<file path="config.mk">
export PLATFORM = sky130hd
export DESIGN_NAME = i2c_addr_match
export DESIGN_NICKNAME = d
export VERILOG_FILES = /design/src/rtl/i2c_am_pkg.sv /design/src/rtl/i2c_am_cmp.sv /design/src/rtl/i2c_am_fsm.sv /design/src/rtl/i2c_addr_match.sv
export SDC_FILE = /design/constraint.sdc
export NUM_CORES = 1
export LEC_CHECK = 0
export ABC_CLOCK_PERIOD_IN_PS = 1700
export BUFFER_PORTS_ARGS = -buffer_cell sky130_fd_sc_hd__buf_4
export CORE_MARGIN = 4
export CORE_UTILIZATION = 37
export DETAILED_ROUTE_END_ITERATION = 12
export GPL_TIMING_DRIVEN = 0
export HOLD_SLACK_MARGIN = 0.12
export PLACE_DENSITY = 0.74
export SLEW_MARGIN = 0
export SYNTH_ARGS = -nofsm -noshare
export SYNTH_HDL_FRONTEND = slang
export SYNTH_SLANG_ARGS = --single-unit
</file>
<file path="constraint.sdc">
create_clock -name clk -period 1.7 [get_ports clk]
set_input_delay 0.17 -clock clk [delete_from_list [all_inputs] [get_ports clk]]
set_output_delay 0.17 -clock clk [all_outputs]
set_load 0.005 [all_outputs]
</file>
<file path="src/rtl/i2c_am_pkg.sv">
package i2c_am_pkg;
  localparam int A7_W   = 7;
  localparam int A10_W  = 10;
  localparam int MASK_W = 3;
  localparam int BYTE_W = 8;

  typedef enum logic [1:0] {ST_FIRST, ST_SECOND, ST_DONE} am_state_t;

  localparam logic [4:0] HDR10 = 5'b11110;
  localparam logic [MASK_W-1:0] CODE_ANY = '1;

  // 0000xxx and 1111xxx are kept for bus functions
  function automatic logic is_reserved(input logic [A7_W-1:0] a);
    return (a[A7_W-1 -: 4] == 4'b0000) || (a[A7_W-1 -: 4] == 4'b1111);
  endfunction

  // bits kept in the compare for a mask code below CODE_ANY
  function automatic logic [A7_W-1:0] keep_bits(input logic [MASK_W-1:0] code);
    return {A7_W{1'b1}} << code;
  endfunction

  function automatic logic addr2_hit(input logic [A7_W-1:0] a,
                                     input logic [A7_W-1:0] own,
                                     input logic [MASK_W-1:0] code);
    if (code == CODE_ANY) return !is_reserved(a);
    return ((a ^ own) & keep_bits(code)) == '0;
  endfunction
endpackage

</file>
<file path="src/rtl/i2c_am_cmp.sv">
module i2c_am_cmp
  import i2c_am_pkg::*;
(
  input  logic [BYTE_W-1:0] byte_data,
  input  logic [A10_W-1:0]  cfg_addr1,
  input  logic              cfg_addr1_10b,
  input  logic [A7_W-1:0]   cfg_addr2,
  input  logic              cfg_addr2_en,
  input  logic [MASK_W-1:0] cfg_addr2_mask,
  output logic              hit_a1_7,
  output logic              hit_a1_hdr,
  output logic              hit_a1_lo,
  output logic              hit_a2
);
  always_comb begin
    hit_a1_7   = !cfg_addr1_10b && (byte_data[BYTE_W-1:1] == cfg_addr1[BYTE_W-1:1]);
    hit_a1_hdr = cfg_addr1_10b && (byte_data[7:3] == HDR10) &&
                 (byte_data[2:1] == cfg_addr1[9:8]);
    hit_a1_lo  = cfg_addr1_10b && (byte_data == cfg_addr1[BYTE_W-1:0]);
    hit_a2     = cfg_addr2_en &&
                 addr2_hit(byte_data[BYTE_W-1:1], cfg_addr2, cfg_addr2_mask);
  end
endmodule

</file>
<file path="src/rtl/i2c_am_fsm.sv">
module i2c_am_fsm
  import i2c_am_pkg::*;
(
  input  logic clk,
  input  logic rst_n,
  input  logic byte_valid,
  input  logic frame_restart,
  input  logic byte_rw,
  input  logic hit_a1_7,
  input  logic hit_a1_hdr,
  input  logic hit_a1_lo,
  input  logic hit_a2,
  output logic match_pulse,
  output logic match_sel,
  output logic match_rw
);
  am_state_t state;
  logic      hdr_rw;
  logic      take_byte;

  assign take_byte = byte_valid && !frame_restart;

  always_ff @(posedge clk or negedge rst_n) begin
    if (!rst_n) begin
      state       <= ST_FIRST;
      hdr_rw      <= 1'b0;
      match_pulse <= 1'b0;
      match_sel   <= 1'b0;
      match_rw    <= 1'b0;
    end else begin
      match_pulse <= 1'b0;
      if (frame_restart) begin
        state <= ST_FIRST;
      end else if (take_byte) begin
        case (state)
          ST_FIRST: begin
            state <= ST_DONE;
            if (hit_a1_7) begin
              match_pulse <= 1'b1;
              match_sel   <= 1'b0;
              match_rw    <= byte_rw;
            end else if (hit_a1_hdr) begin
              hdr_rw <= byte_rw;
              state  <= ST_SECOND;
            end else if (hit_a2) begin
              match_pulse <= 1'b1;
              match_sel   <= 1'b1;
              match_rw    <= byte_rw;
            end
          end
          ST_SECOND: begin
            state <= ST_DONE;
            if (hit_a1_lo) begin
              match_pulse <= 1'b1;
              match_sel   <= 1'b0;
              match_rw    <= hdr_rw;
            end
          end
          default: state <= ST_DONE;
        endcase
      end
    end
  end

  AST_PULSE_AFTER_STROBE: assert property (@(posedge clk) disable iff (!rst_n)
    match_pulse |-> $past(byte_valid));
  AST_RESTART_CLEARS: assert property (@(posedge clk) disable iff (!rst_n)
    $past(frame_restart) |-> !match_pulse);
  AST_SINGLE_PULSE: assert property (@(posedge clk) disable iff (!rst_n)
    match_pulse |=> !match_pulse);
  AST_SECOND_FROM_HEADER: assert property (@(posedge clk) disable iff (!rst_n)
    (state == ST_SECOND) && $past(state != ST_SECOND) |-> $past(byte_valid && hit_a1_hdr));
endmodule

</file>
<file path="src/rtl/i2c_addr_match.sv">
module i2c_addr_match
  import i2c_am_pkg::*;
(
  input  logic              clk,
  input  logic              rst_n,
  input  logic              byte_valid,
  input  logic [7:0]        byte_data,
  input  logic              frame_restart,
  input  logic [9:0]        cfg_addr1,
  input  logic              cfg_addr1_10b,
  input  logic [6:0]        cfg_addr2,
  input  logic              cfg_addr2_en,
  input  logic [2:0]        cfg_addr2_mask,
  output logic              match_pulse,
  output logic              match_sel,
  output logic              match_rw
);
  logic hit_a1_7, hit_a1_hdr, hit_a1_lo, hit_a2;

  i2c_am_cmp u_cmp (
    .byte_data      (byte_data),
    .cfg_addr1      (cfg_addr1),
    .cfg_addr1_10b  (cfg_addr1_10b),
    .cfg_addr2      (cfg_addr2),
    .cfg_addr2_en   (cfg_addr2_en),
    .cfg_addr2_mask (cfg_addr2_mask),
    .hit_a1_7       (hit_a1_7),
    .hit_a1_hdr     (hit_a1_hdr),
    .hit_a1_lo      (hit_a1_lo),
    .hit_a2         (hit_a2)
  );

  i2c_am_fsm u_fsm (
    .clk           (clk),
    .rst_n         (rst_n),
    .byte_valid    (byte_valid),
    .frame_restart (frame_restart),
    .byte_rw       (byte_data[0]),
    .hit_a1_7      (hit_a1_7),
    .hit_a1_hdr    (hit_a1_hdr),
    .hit_a1_lo     (hit_a1_lo),
    .hit_a2        (hit_a2),
    .match_pulse   (match_pulse),
    .match_sel     (match_sel),
    .match_rw      (match_rw)
  );

  AST_ADDR2_NEEDS_ENABLE: assert property (@(posedge clk) disable iff (!rst_n)
    match_pulse && match_sel |-> $past(cfg_addr2_en));
  AST_ANY_CODE_SKIPS_RESERVED: assert property (@(posedge clk) disable iff (!rst_n)
    match_pulse && match_sel && $past(cfg_addr2_mask == CODE_ANY)
    |-> !is_reserved($past(byte_data[7:1])));
  AST_ADDR1_FIRST: assert property (@(posedge clk) disable iff (!rst_n)
    match_pulse && match_sel |-> !$past(hit_a1_7));
endmodule

</file>
After elaboration in Yosys (flattened, before gate mapping):

Index checks and enable logic that the tools add are counted.

* shift-type cells: 1
* div/mod/pow operators: 0
* muxes and demuxes: 25
* reductions and logical operators: 17
* order comparisons: 0
* equality and inequality tests: 10
* add/subtract/negate cells: 0
* bitwise logic cells: 4
* multipliers: 0

Operators with widths (number)
* 2-to-1 mux 1 bit: 17
* 2-to-1 mux 2 bit: 5
* equality test 8 bit: 1
* bitwise AND 7 bit: 1
* equality test 7 bit: 1
* zero test 7 bit: 1
* left shift 7 x 3 -> 7 bit (first input constant): 1
* XOR 7 bit: 1
* logical AND 1 bit: 6
* != test 3 bit (second input constant): 2
* case mux 1 bit (2 select lines): 3
* AND reduction 6 bit: 1
* equality test 5 bit (second input constant): 1
* AND reduction 5 bit: 1
* equality test 4 bit (second input constant): 1
* zero test 4 bit: 1
* nonzero test 2 bit: 2
* equality test 3 bit (second input constant): 1
* zero test 1 bit: 3
* equality test 2 x 1 -> 1 bit (second input constant): 1
* equality test 2 bit: 1
* zero test 2 bit: 1
* != test 2 bit (second input constant): 1
* inverter 1 bit: 2
* logical OR 1 bit: 1

* bits in registers: 6
* bits in read-only memories: 0
* bits in latches: 0
* output and inout bits: 3
* bits in writable memories: 0
* memories: 0

Logic depth before layout (Yosys ltp):

Gate-level depths: netlist (run 1).

* word-level depth: 12
* mapped depth: 6
* mapped depth without buffers: 6

By module:

Synthesis (run 1) repeated with hierarchy kept, for this count alone.

* cell total of the unflattened synthesis: 66
* area total of the unflattened synthesis: 578.1 µm²

By module, submodules not included
* i2c_am_fsm: sequential area each 150.1 µm², times used 1, cells an instance 25, area an instance 302.8 µm²
* i2c_am_cmp: sequential area each 0.0 µm², times used 1, cells an instance 41, area an instance 275.3 µm²

Worst setup path before layout (run 1):

No wires, ideal clock.

* path type: register -> register
* start: register u_fsm.state[1]
* end: register u_fsm.match_rw
* data required time: 1.575 ns
* cell stages (with the launch flop): 6
* arrival time: 1.663 ns
* setup slack: -0.088 ns
* path buffers: 0
* setup time: 0.125 ns
* path through: dfrtp_1 > or3b_1 > or2_1 > nand2b_4 > o31ai_4 > mux2_4

* cells in the longest elaborated chain, start to end: 3

RTL lines
* from (decl): RTL line i2c_am_fsm.sv:17 `am_state_t state;`
* from (signal assigned): RTL line i2c_am_fsm.sv:25 `state <= ST_FIRST;`
* from (signal assigned): RTL line i2c_am_fsm.sv:33 `state <= ST_FIRST;`
* from (signal assigned): RTL line i2c_am_fsm.sv:37 `state <= ST_DONE;`
* equality test 2 x 1 -> 1 bit or zero test 2 bit (tied branches): RTL line i2c_am_fsm.sv:35 `case (state)`
* != test 2 bit (no line), or another cell as far along
* AND reduction 6 bit (no line)
* to (signal assigned): RTL line i2c_am_fsm.sv:41 `match_rw <= byte_rw;`
* to (signal assigned): RTL line i2c_am_fsm.sv:48 `match_rw <= byte_rw;`
* to (signal assigned): RTL line i2c_am_fsm.sv:56 `match_rw <= hdr_rw;`
* to (decl): RTL line i2c_am_fsm.sv:15 `output logic match_rw`

Several ways; a longest one is shown, not always the timed one.
A chain may end at the register's enable or synchronous reset.

Final worst setup path (run 1):

Ends and elaborated chain as after synthesis.

==> metrics.cfg, run 1 <==
[critical_path]
max_stage_delay_ps = 380
crit_family = simple AND/OR/NAND/NOR gates
crit_type = reg -> reg
r2r_end = u_fsm.match_rw$_DFFE_PN0P_
crit_path_end_kind = flop
cp.required_ps = 1830
critPathArrivalTime_ps = 1950
ff2ff_setup_slack_ps = -110
startpoint_type = flop
rr_worst_depth = 5
worst-path-max-fanout = 3
startpoint = u_fsm.state[1]$_DFFE_PN0P_
regToRegStartpoint = u_fsm.state[1]$_DFFE_PN0P_
cp_cell_sequence = or3b_4 > or2_4 > nand2b_4 > o31ai_4 > mux2_4
crit_buf_inv = 0
crit_slowest_cell = dfrtp_1

[sta]
hold_viol_final = 0
slew-limit-headroom = 0.753
slew_violations = 0
fin_setup_tns_ps = -180
fmax_mhz = 551
rsz0062_at_grt = yes
period_share = 1.07
setup_viol = 2
fin_skew_ps = 5.09
max_slew.worst_pin.slew_ps = 368
worst_hold_slack_ps = 190
fin_crit_ps = 1810
fin_ws_ps = -114

[finish]
antenna_cells = 0
post-route-util = 0.621
n_fill_cell = 144
area_growth_pct = 59.1
multi_input_area_um2 = 438
regArea_um2 = 150
drive_above_1_share = 0.463
instances_no_fill = 124
design_area_um2 = 936
nets = 144

[route]
first_pass_iters = 4
via_count = 637
drc_errors = 0
drt-initial-drc-count = 2
postRouteAntennaNets = 0
routedWlPerCell_um = 12.0
avgViaCountPerCell = 5.14
wirelength_mm = 1.49

[synthesis]
synth-edff-count = 0
netlist_instances = 66
synth.area.top_cells = dfrtp_1, xnor2_1, xor2_1
synth_cell_types = 25
synth-main-ff-cell = dfrtp_1
synth-seq-cells = 6
yosys.area.top_type = dfrtp_1
async_reset_ff_frac = 1.00
ys_warn_count = 0
syn_nets = 100
ys_top_cells_by_count = xnor2_1, xor2_1, a21oi_1, dfrtp_1, nor2_1
ys_seq_area_frac = 0.255
syn-cell-area_um2 = 588
synth.most_common_cell = xnor2_1
yosys.area.top_type_share = 0.255
synth_area_per_cell_um2 = 8.91

[min_path]
hold_path.class = in -> reg
hold_end = u_fsm.hdr_rw$_DFFE_PN0P_
worst_hold_startpoint = byte_data[0]
holdPathStages = 2

[clock_tree]
numCtsBuffers = 3
clock_latency_ps = 250
tritoncts = done
clk_pin_slew_ps = 40
htreeDepth = 1
cts.path.max_buffers = 2
cts_sinks = 6
clockRootBuffer = clkbuf_4

[grt]
grt_max_degree = 8
grtUsageMet3 = 0.0338
grt_pass1_vias = 678
busiest_layer = met2
grt_usage = 0.158
grt_overflow = 0
antenna_found_initial = 0
grt_pass1_wl_mm = 2.50
grt_util_met2 = 0.288
grtUsageMet1 = 0.161

[die]
die_h_um = 47.9
die_x_um = 47.9
io_pins = 37
rows = 14
start_util = 0.390
die_area_mm2 = 0.00229
core_area_mm2 = 0.00151

[power]
irDropWorstVdd_mv = 0.192
p_leak_nw = 0.435
finalPower_uw = 507
powerDensity_mw_per_mm2 = 542

[run_status]
violations = setup timing
status = finished with violations

[place]
placed_area_um2 = 881
port_buffers = 36
place_hpwl_mm = 1.34
dp.cells = 118
place_congestion = 0.763
pre_cts_slack_ps = -131

[job]
cap_viol_max_count = 0

-- report_power, final --
group | total (mW) | switching, mW | internal [mW]
registers | 0.171 | 0.0102 | 0.161
clock network | 0.131 | 0.0508 | 0.0798
logic | 0.205 | 0.0787 | 0.126
-- what timing repair did --
item / CTS / global route
setup buffers: 1 / 0
resized for setup: 1 / 1
hold buffers: 2 / 0
endpoints found under the hold margin: 8 / 0
endpoints found under the setup margin: 2 / 3
-- how the worst max path moves through the flow --
stage / to / slack, ps / cells past startpoint
3_3_place_gp: u_fsm.match_rw$_DFFE_PN0P_ / -110 / 5
5_1_grt: u_fsm.match_rw$_DFFE_PN0P_ / -170 / 5
3_5_place_dp: u_fsm.match_rw$_DFFE_PN0P_ / -130 / 5
2_1_floorplan: u_fsm.match_rw$_DFFE_PN0P_ / -60 / 5
4_1_cts: u_fsm.match_rw$_DFFE_PN0P_ / -120 / 5
6_report: u_fsm.match_rw$_DFFE_PN0P_ / -110 / 5
-- sequential cells by signal (all words and copies together), names as in the netlist --
signal,cells
u_fsm.match_sel,1
u_fsm.state,2
u_fsm.match_rw,1
u_fsm.hdr_rw,1
u_fsm.match_pulse,1
-- layer usage --
layer / share of wire / vias to the layer above / routed length (um)
met5: 0 / - / 0
met4: 0.025 / 0 / 38
met3: 0.11 / 5 / 161
met2: 0.49 / 35 / 725
met1: 0.38 / 273 / 570
li1: - / 324 / -
-- worst reg2reg max path: stages, from the launching register on --
cell      delay (ps)
dfrtp_1          380
or3b_4           380
or2_4            270
nand2b_4         150
o31ai_4          200
mux2_4           320
-- cells by family after synthesis --
| kind of cell | Yosys count | share of synthesized area |
|---|---|---|
| xor gates and xnor gates | 17 | 0.253 |
| muxes | 2 | 0.0447 |
| DFF | 6 | 0.255 |
| and+or+nand+nor | 25 | 0.260 |
| buffers and inverters | 2 | 0.0128 |
| AOI/OAI and AO/OA | 14 | 0.174 |
-- final cells by class --
type | instances | area share
multi-input cells | 58 | 0.468
repair buffers | 39 | 0.318
flip-flops and latches | 6 | 0.160
clock buffers | 3 | 0.0241
well taps | 16 | 0.0214
inverters | 2 | 0.00802
-- placed cells by master, fill, tap and decap left out, drive strengths merged, types with 2 or more instances in the layout --
cell type / n
nor3: 2
xnor2: 10
xor2: 7
mux2: 2
inv: 2
a21oi: 6
o21ai: 3
dlygate4sd3: 2
nor2: 6
nor4: 4
nand2: 3
nand4: 2
buf: 37
nand3: 3
dfrtp: 6
clkbuf: 3
Power figures use the tool's default switching activity.
==> inputs of run 2 (changes only) <==
ABC_CLOCK_PERIOD_IN_PS = 2000   (was 1700)
CORE_UTILIZATION = 41   (was 37)
PLACE_DENSITY = 0.77   (was 0.74)
RECOVER_POWER = 100   (was unset)
clock period = 2 ns   (was 1.7 ns; I/O delays follow)
==> metrics.cfg, run 2 (synthesized netlist as in run 1, its figures left out) <==
[sta]
max_slew.worst_pin.slew_ps = 404
slew-limit-headroom = 0.729
fin_crit_ps = 1910
setup_viol = 0
fin_setup_tns_ps = 0
rsz0062_at_grt = no
hold_viol_final = 0
slew_violations = 0
fin_skew_ps = 0.600
fmax_mhz = 522
period_share = 0.957

[critical_path]
crit_path_end_kind = flop
crit_buf_inv = 0
crit_type = reg -> reg
cp.required_ps = 2130
worst-path-max-fanout = 3
cp_cell_sequence = or3b_1 > or2_1 > nand2b_4 > o31ai_4 > mux2_4
crit_slowest_cell = or3b_1
critPathArrivalTime_ps = 2040
max_stage_delay_ps = 400
startpoint_type = flop
crit_family = simple AND/OR/NAND/NOR gates

[clock_tree]
postCtsSetupBuffers = 0
htreeDepth = 1
tritoncts = done
clk_pin_slew_ps = 40
cts.path.max_buffers = 2
clock_latency_ps = 250
cts_sinks = 6
clockRootBuffer = clkbuf_4
numCtsBuffers = 3

[place]
place_hpwl_mm = 1.45
place_congestion = 0.754
port_buffers = 36

[route]
postRouteAntennaNets = 0
first_pass_iters = 3
avgViaCountPerCell = 5.20
wirelength_mm = 1.67
via_count = 634
routedWlPerCell_um = 13.7
drc_errors = 0
drt-initial-drc-count = 4

[die]
die_x_um = 45.9
start_util = 0.441
die_area_mm2 = 0.00210
core_area_mm2 = 0.00133
die_h_um = 45.9
rows = 13
io_pins = 37

[power]
finalPower_uw = 425
powerDensity_mw_per_mm2 = 470
clkPwrFrac = 0.264
p_leak_nw = 0.404
p_seq_frac = 0.343
swShare = 0.282
intPower_uw = 305
p_comb_frac = 0.394
irDropWorstVdd_mv = 0.269
p_switching_uw = 120

[finish]
final_common_cell = buf_4
nets = 143
antenna_cells = 0
final_cell_mix = buf_4, xnor2_1, xor2_1
largest_register_ffs = 2
drive_above_1_share = 0.402
top_register = u_fsm.state
area_growth_pct = 53.8

[job]
cap_viol_max_count = 0

[grt]
grt_pass1_wl_mm = 2.64
busiest_layer = met2
grt_overflow = 0
grt_util_met2 = 0.294
antenna_found_initial = 0
grt_pass1_vias = 615
grtUsageMet1 = 0.210
grt_max_degree = 8
grtUsageMet3 = 0.0514
grt_usage = 0.177

[min_path]
hold_path.class = in -> reg

[run_status]
status = completed

[run 2: cell count changes in the layout (fill, tap and decap cells not counted), sizes merged]
cell / previous run / this run
buf: 37 / 32
clkbuf: 3 / 7
[run 2: area by class of cell]
| class | instances | area [um2] |
|---|---|---|
| clock buffers | 3 | 22.5 |
| fillers | 122 | 429 |
| inverters | 2 | 7.51 |
| multi-input cells | 58 | 427 |
| flip-flops and latches | 6 | 150 |
| well taps | 15 | 18.8 |
| repair buffers | 38 | 279 |
[run 2: what timing repair did]
item,in CTS,in global routing
endpoints found under the hold margin,8,0
resized for setup,0,1
setup endpoints to repair,0,1
hold buffers,2,0
[run 2: per-layer routing]
layer | part of all wire | vias up
met2 | 0.52 | 17
met4 | 0.017 | 0
li1 | - | 321
met3 | 0.045 | 4
met5 | 0 | -
met1 | 0.41 | 292
[run 2: final timing paths]
path,startpoint,endpoint,slack [ps],cells past startpoint
max,u_fsm.state[1]$_DFFE_PN0P_,u_fsm.match_rw$_DFFE_PN0P_,90,5
min,byte_data[0],u_fsm.hdr_rw$_DFFE_PN0P_,210,2
max reg2reg,u_fsm.state[1]$_DFFE_PN0P_,u_fsm.match_rw$_DFFE_PN0P_,90,5
min reg2reg,u_fsm.hdr_rw$_DFFE_PN0P_,u_fsm.hdr_rw$_DFFE_PN0P_,510,1
max in group asynchronous,rst_n,u_fsm.match_rw$_DFFE_PN0P_,1360,2
min in group asynchronous,rst_n,u_fsm.state[1]$_DFFE_PN0P_,390,2
[run 2: per-stage QoR]
step                      cell area, um2  hold WS (ps)  worst slack [ps]  utilization  std cells
final                                905           209              85.1        0.678        122
after global routing                 905           211              20.0        0.678        122
after CTS                            920           205              82.8        0.689        122
after detailed placement             877          10.2              94.6        0.658        117
after global placement               877          9.19               146        0.658        117
after floorplan                      588         -95.6               212            -         66
[run 2: power groups by stage]
stage          clock network, mW  registers [mW]  logic, mW
5_1_grt                    0.120           0.147      0.184
2_1_floorplan                  0           0.147     0.0699
3_3_place_gp                   0           0.147      0.164
6_report                   0.112           0.146      0.168
4_1_cts                    0.115           0.146      0.173
3_5_place_dp                   0           0.148      0.169
==> inputs of run 3 (changes only) <==
ABC_CLOCK_PERIOD_IN_PS = 2029   (was 2000)
CTS_BUF_LIST = sky130_fd_sc_hd__clkbuf_16   (was unset)
clock period = 2.03 ns   (was 2 ns; I/O delays follow)
==> metrics.cfg, run 3 (synthesized netlist as in run 1, its figures left out) <==
[critical_path]
cp.required_ps = 2140
crit_type = reg -> reg
critPathArrivalTime_ps = 2050
startpoint_type = flop
crit_path_end_kind = flop
worst-path-max-fanout = 3

[sta]
fmax_mhz = 515
fin_setup_tns_ps = 0
setup_viol = 0
fin_crit_ps = 1940
fin_ws_ps = 89.5
worst_hold_slack_ps = 153
fin_skew_ps = 0.485
rsz0062_at_grt = no
slew-limit-headroom = 0.731
hold_viol_final = 0
slew_violations = 0
max_slew.worst_pin.slew_ps = 401
period_share = 0.956

[route]
drt-initial-drc-count = 3
avgViaCountPerCell = 5.18
first_pass_iters = 2
postRouteAntennaNets = 0
wirelength_mm = 1.69
routedWlPerCell_um = 13.9
drc_errors = 0
via_count = 627

[place]
pre_cts_slack_ps = 125
dp.cells = 117
port_buffers = 36
place_congestion = 0.754
place_hpwl_mm = 1.45

[clock_tree]
numCtsBuffers = 3
cts_sinks = 6
htreeDepth = 1
ctsResizeCount = 0
cts.path.max_buffers = 2
clock_latency_ps = 230
tritoncts = done
clk_pin_slew_ps = 30
clockRootBuffer = clkbuf_16
postCtsSetupBuffers = 0

[finish]
antenna_cells = 0
final_cell_mix = buf_4, xnor2_1, xor2_1
drive_above_1_share = 0.387
regArea_um2 = 150
nets = 142
final_common_cell = buf_4
top_register = u_fsm.state
area_growth_pct = 59.4
multi_input_area_um2 = 417
n_fill_cell = 121
largest_register_ffs = 2
instances_no_fill = 121

[die]
start_util = 0.441
die_h_um = 45.9
die_area_mm2 = 0.00210
io_pins = 37
rows = 13
die_x_um = 45.9
core_area_mm2 = 0.00133

[min_path]
hold_path.class = in -> reg

[power]
p_seq_frac = 0.231
p_switching_uw = 136
irDropWorstVdd_mv = 0.496
swShare = 0.220
finalPower_uw = 621
p_comb_frac = 0.261
clkPwrFrac = 0.508
powerDensity_mw_per_mm2 = 662
p_leak_nw = 0.413
intPower_uw = 484

[grt]
grt_pass1_vias = 600
grt_pass1_wl_mm = 2.68
grt_max_degree = 8
antenna_found_initial = 0
grt_overflow = 0
grt_usage = 0.181

[run_status]
status = completed

[job]
cap_viol_max_count = 0

==> run 3: final cells by class <==
| type | count | area share |
|---|---|---|
| multi-input cells | 58 | 0.445 |
| repair buffers | 37 | 0.287 |
| flip-flops and latches | 6 | 0.160 |
| clock buffers | 3 | 0.0801 |
| well taps | 15 | 0.0200 |
| inverters | 2 | 0.00801 |
==> run 3: layer usage <==
layer  GRT usage  vias up  part of all wire
li1            -      318                 -
met1       0.219      290              0.41
met2       0.299       15              0.53
met3      0.0514        4             0.046
met4      0.0682        0             0.012
met5           0        -                 0
==> run 3: path summary, 6_finish.rpt <==
check                                                 from                          to  slack [ps]  depth (start not counted)
worst max-delay path            u_fsm.state[1]$_DFFE_PN0P_  u_fsm.match_rw$_DFFE_PN0P_          90                          5
worst min-delay path                         frame_restart  u_fsm.state[1]$_DFFE_PN0P_         150                          2
worst max register to register  u_fsm.state[1]$_DFFE_PN0P_  u_fsm.match_rw$_DFFE_PN0P_          90                          5
worst min register to register    u_fsm.hdr_rw$_DFFE_PN0P_    u_fsm.hdr_rw$_DFFE_PN0P_         500                          1
max in group asynchronous                            rst_n  u_fsm.state[0]$_DFFE_PN0P_        1360                          2
min in group asynchronous                            rst_n  u_fsm.match_rw$_DFFE_PN0P_         420                          2
==> run 3: power by group through the flow <==
stage	sequential [mW]	combinational, mW	clock, mW
2_1_floorplan	0.145	0.0689	0
3_3_place_gp	0.144	0.162	0
3_5_place_dp	0.146	0.166	0
4_1_cts	0.144	0.168	0.322
5_1_grt	0.145	0.178	0.327
6_report	0.143	0.162	0.315
==> run 3: what timing repair did <==
action,in CTS,in global routing
endpoints found under the setup margin,0,0
hold buffers,1,0
endpoints found under the hold margin,6,0
==> run 3: metrics by stage <==
step                area, um2  utilization
floorplan                 588            -
global placement          877        0.658
detailed placement        877        0.658
CTS                       962        0.721
global route              937        0.703
finish                    937        0.703
==> run 3: worst max-delay path, stage by stage, from the launching register on <==
cell and delay (ps):
dfrtp_1 380, or3b_1 400, or2_1 250, nand2b_1 190, o31ai_4 270, mux2_4 320
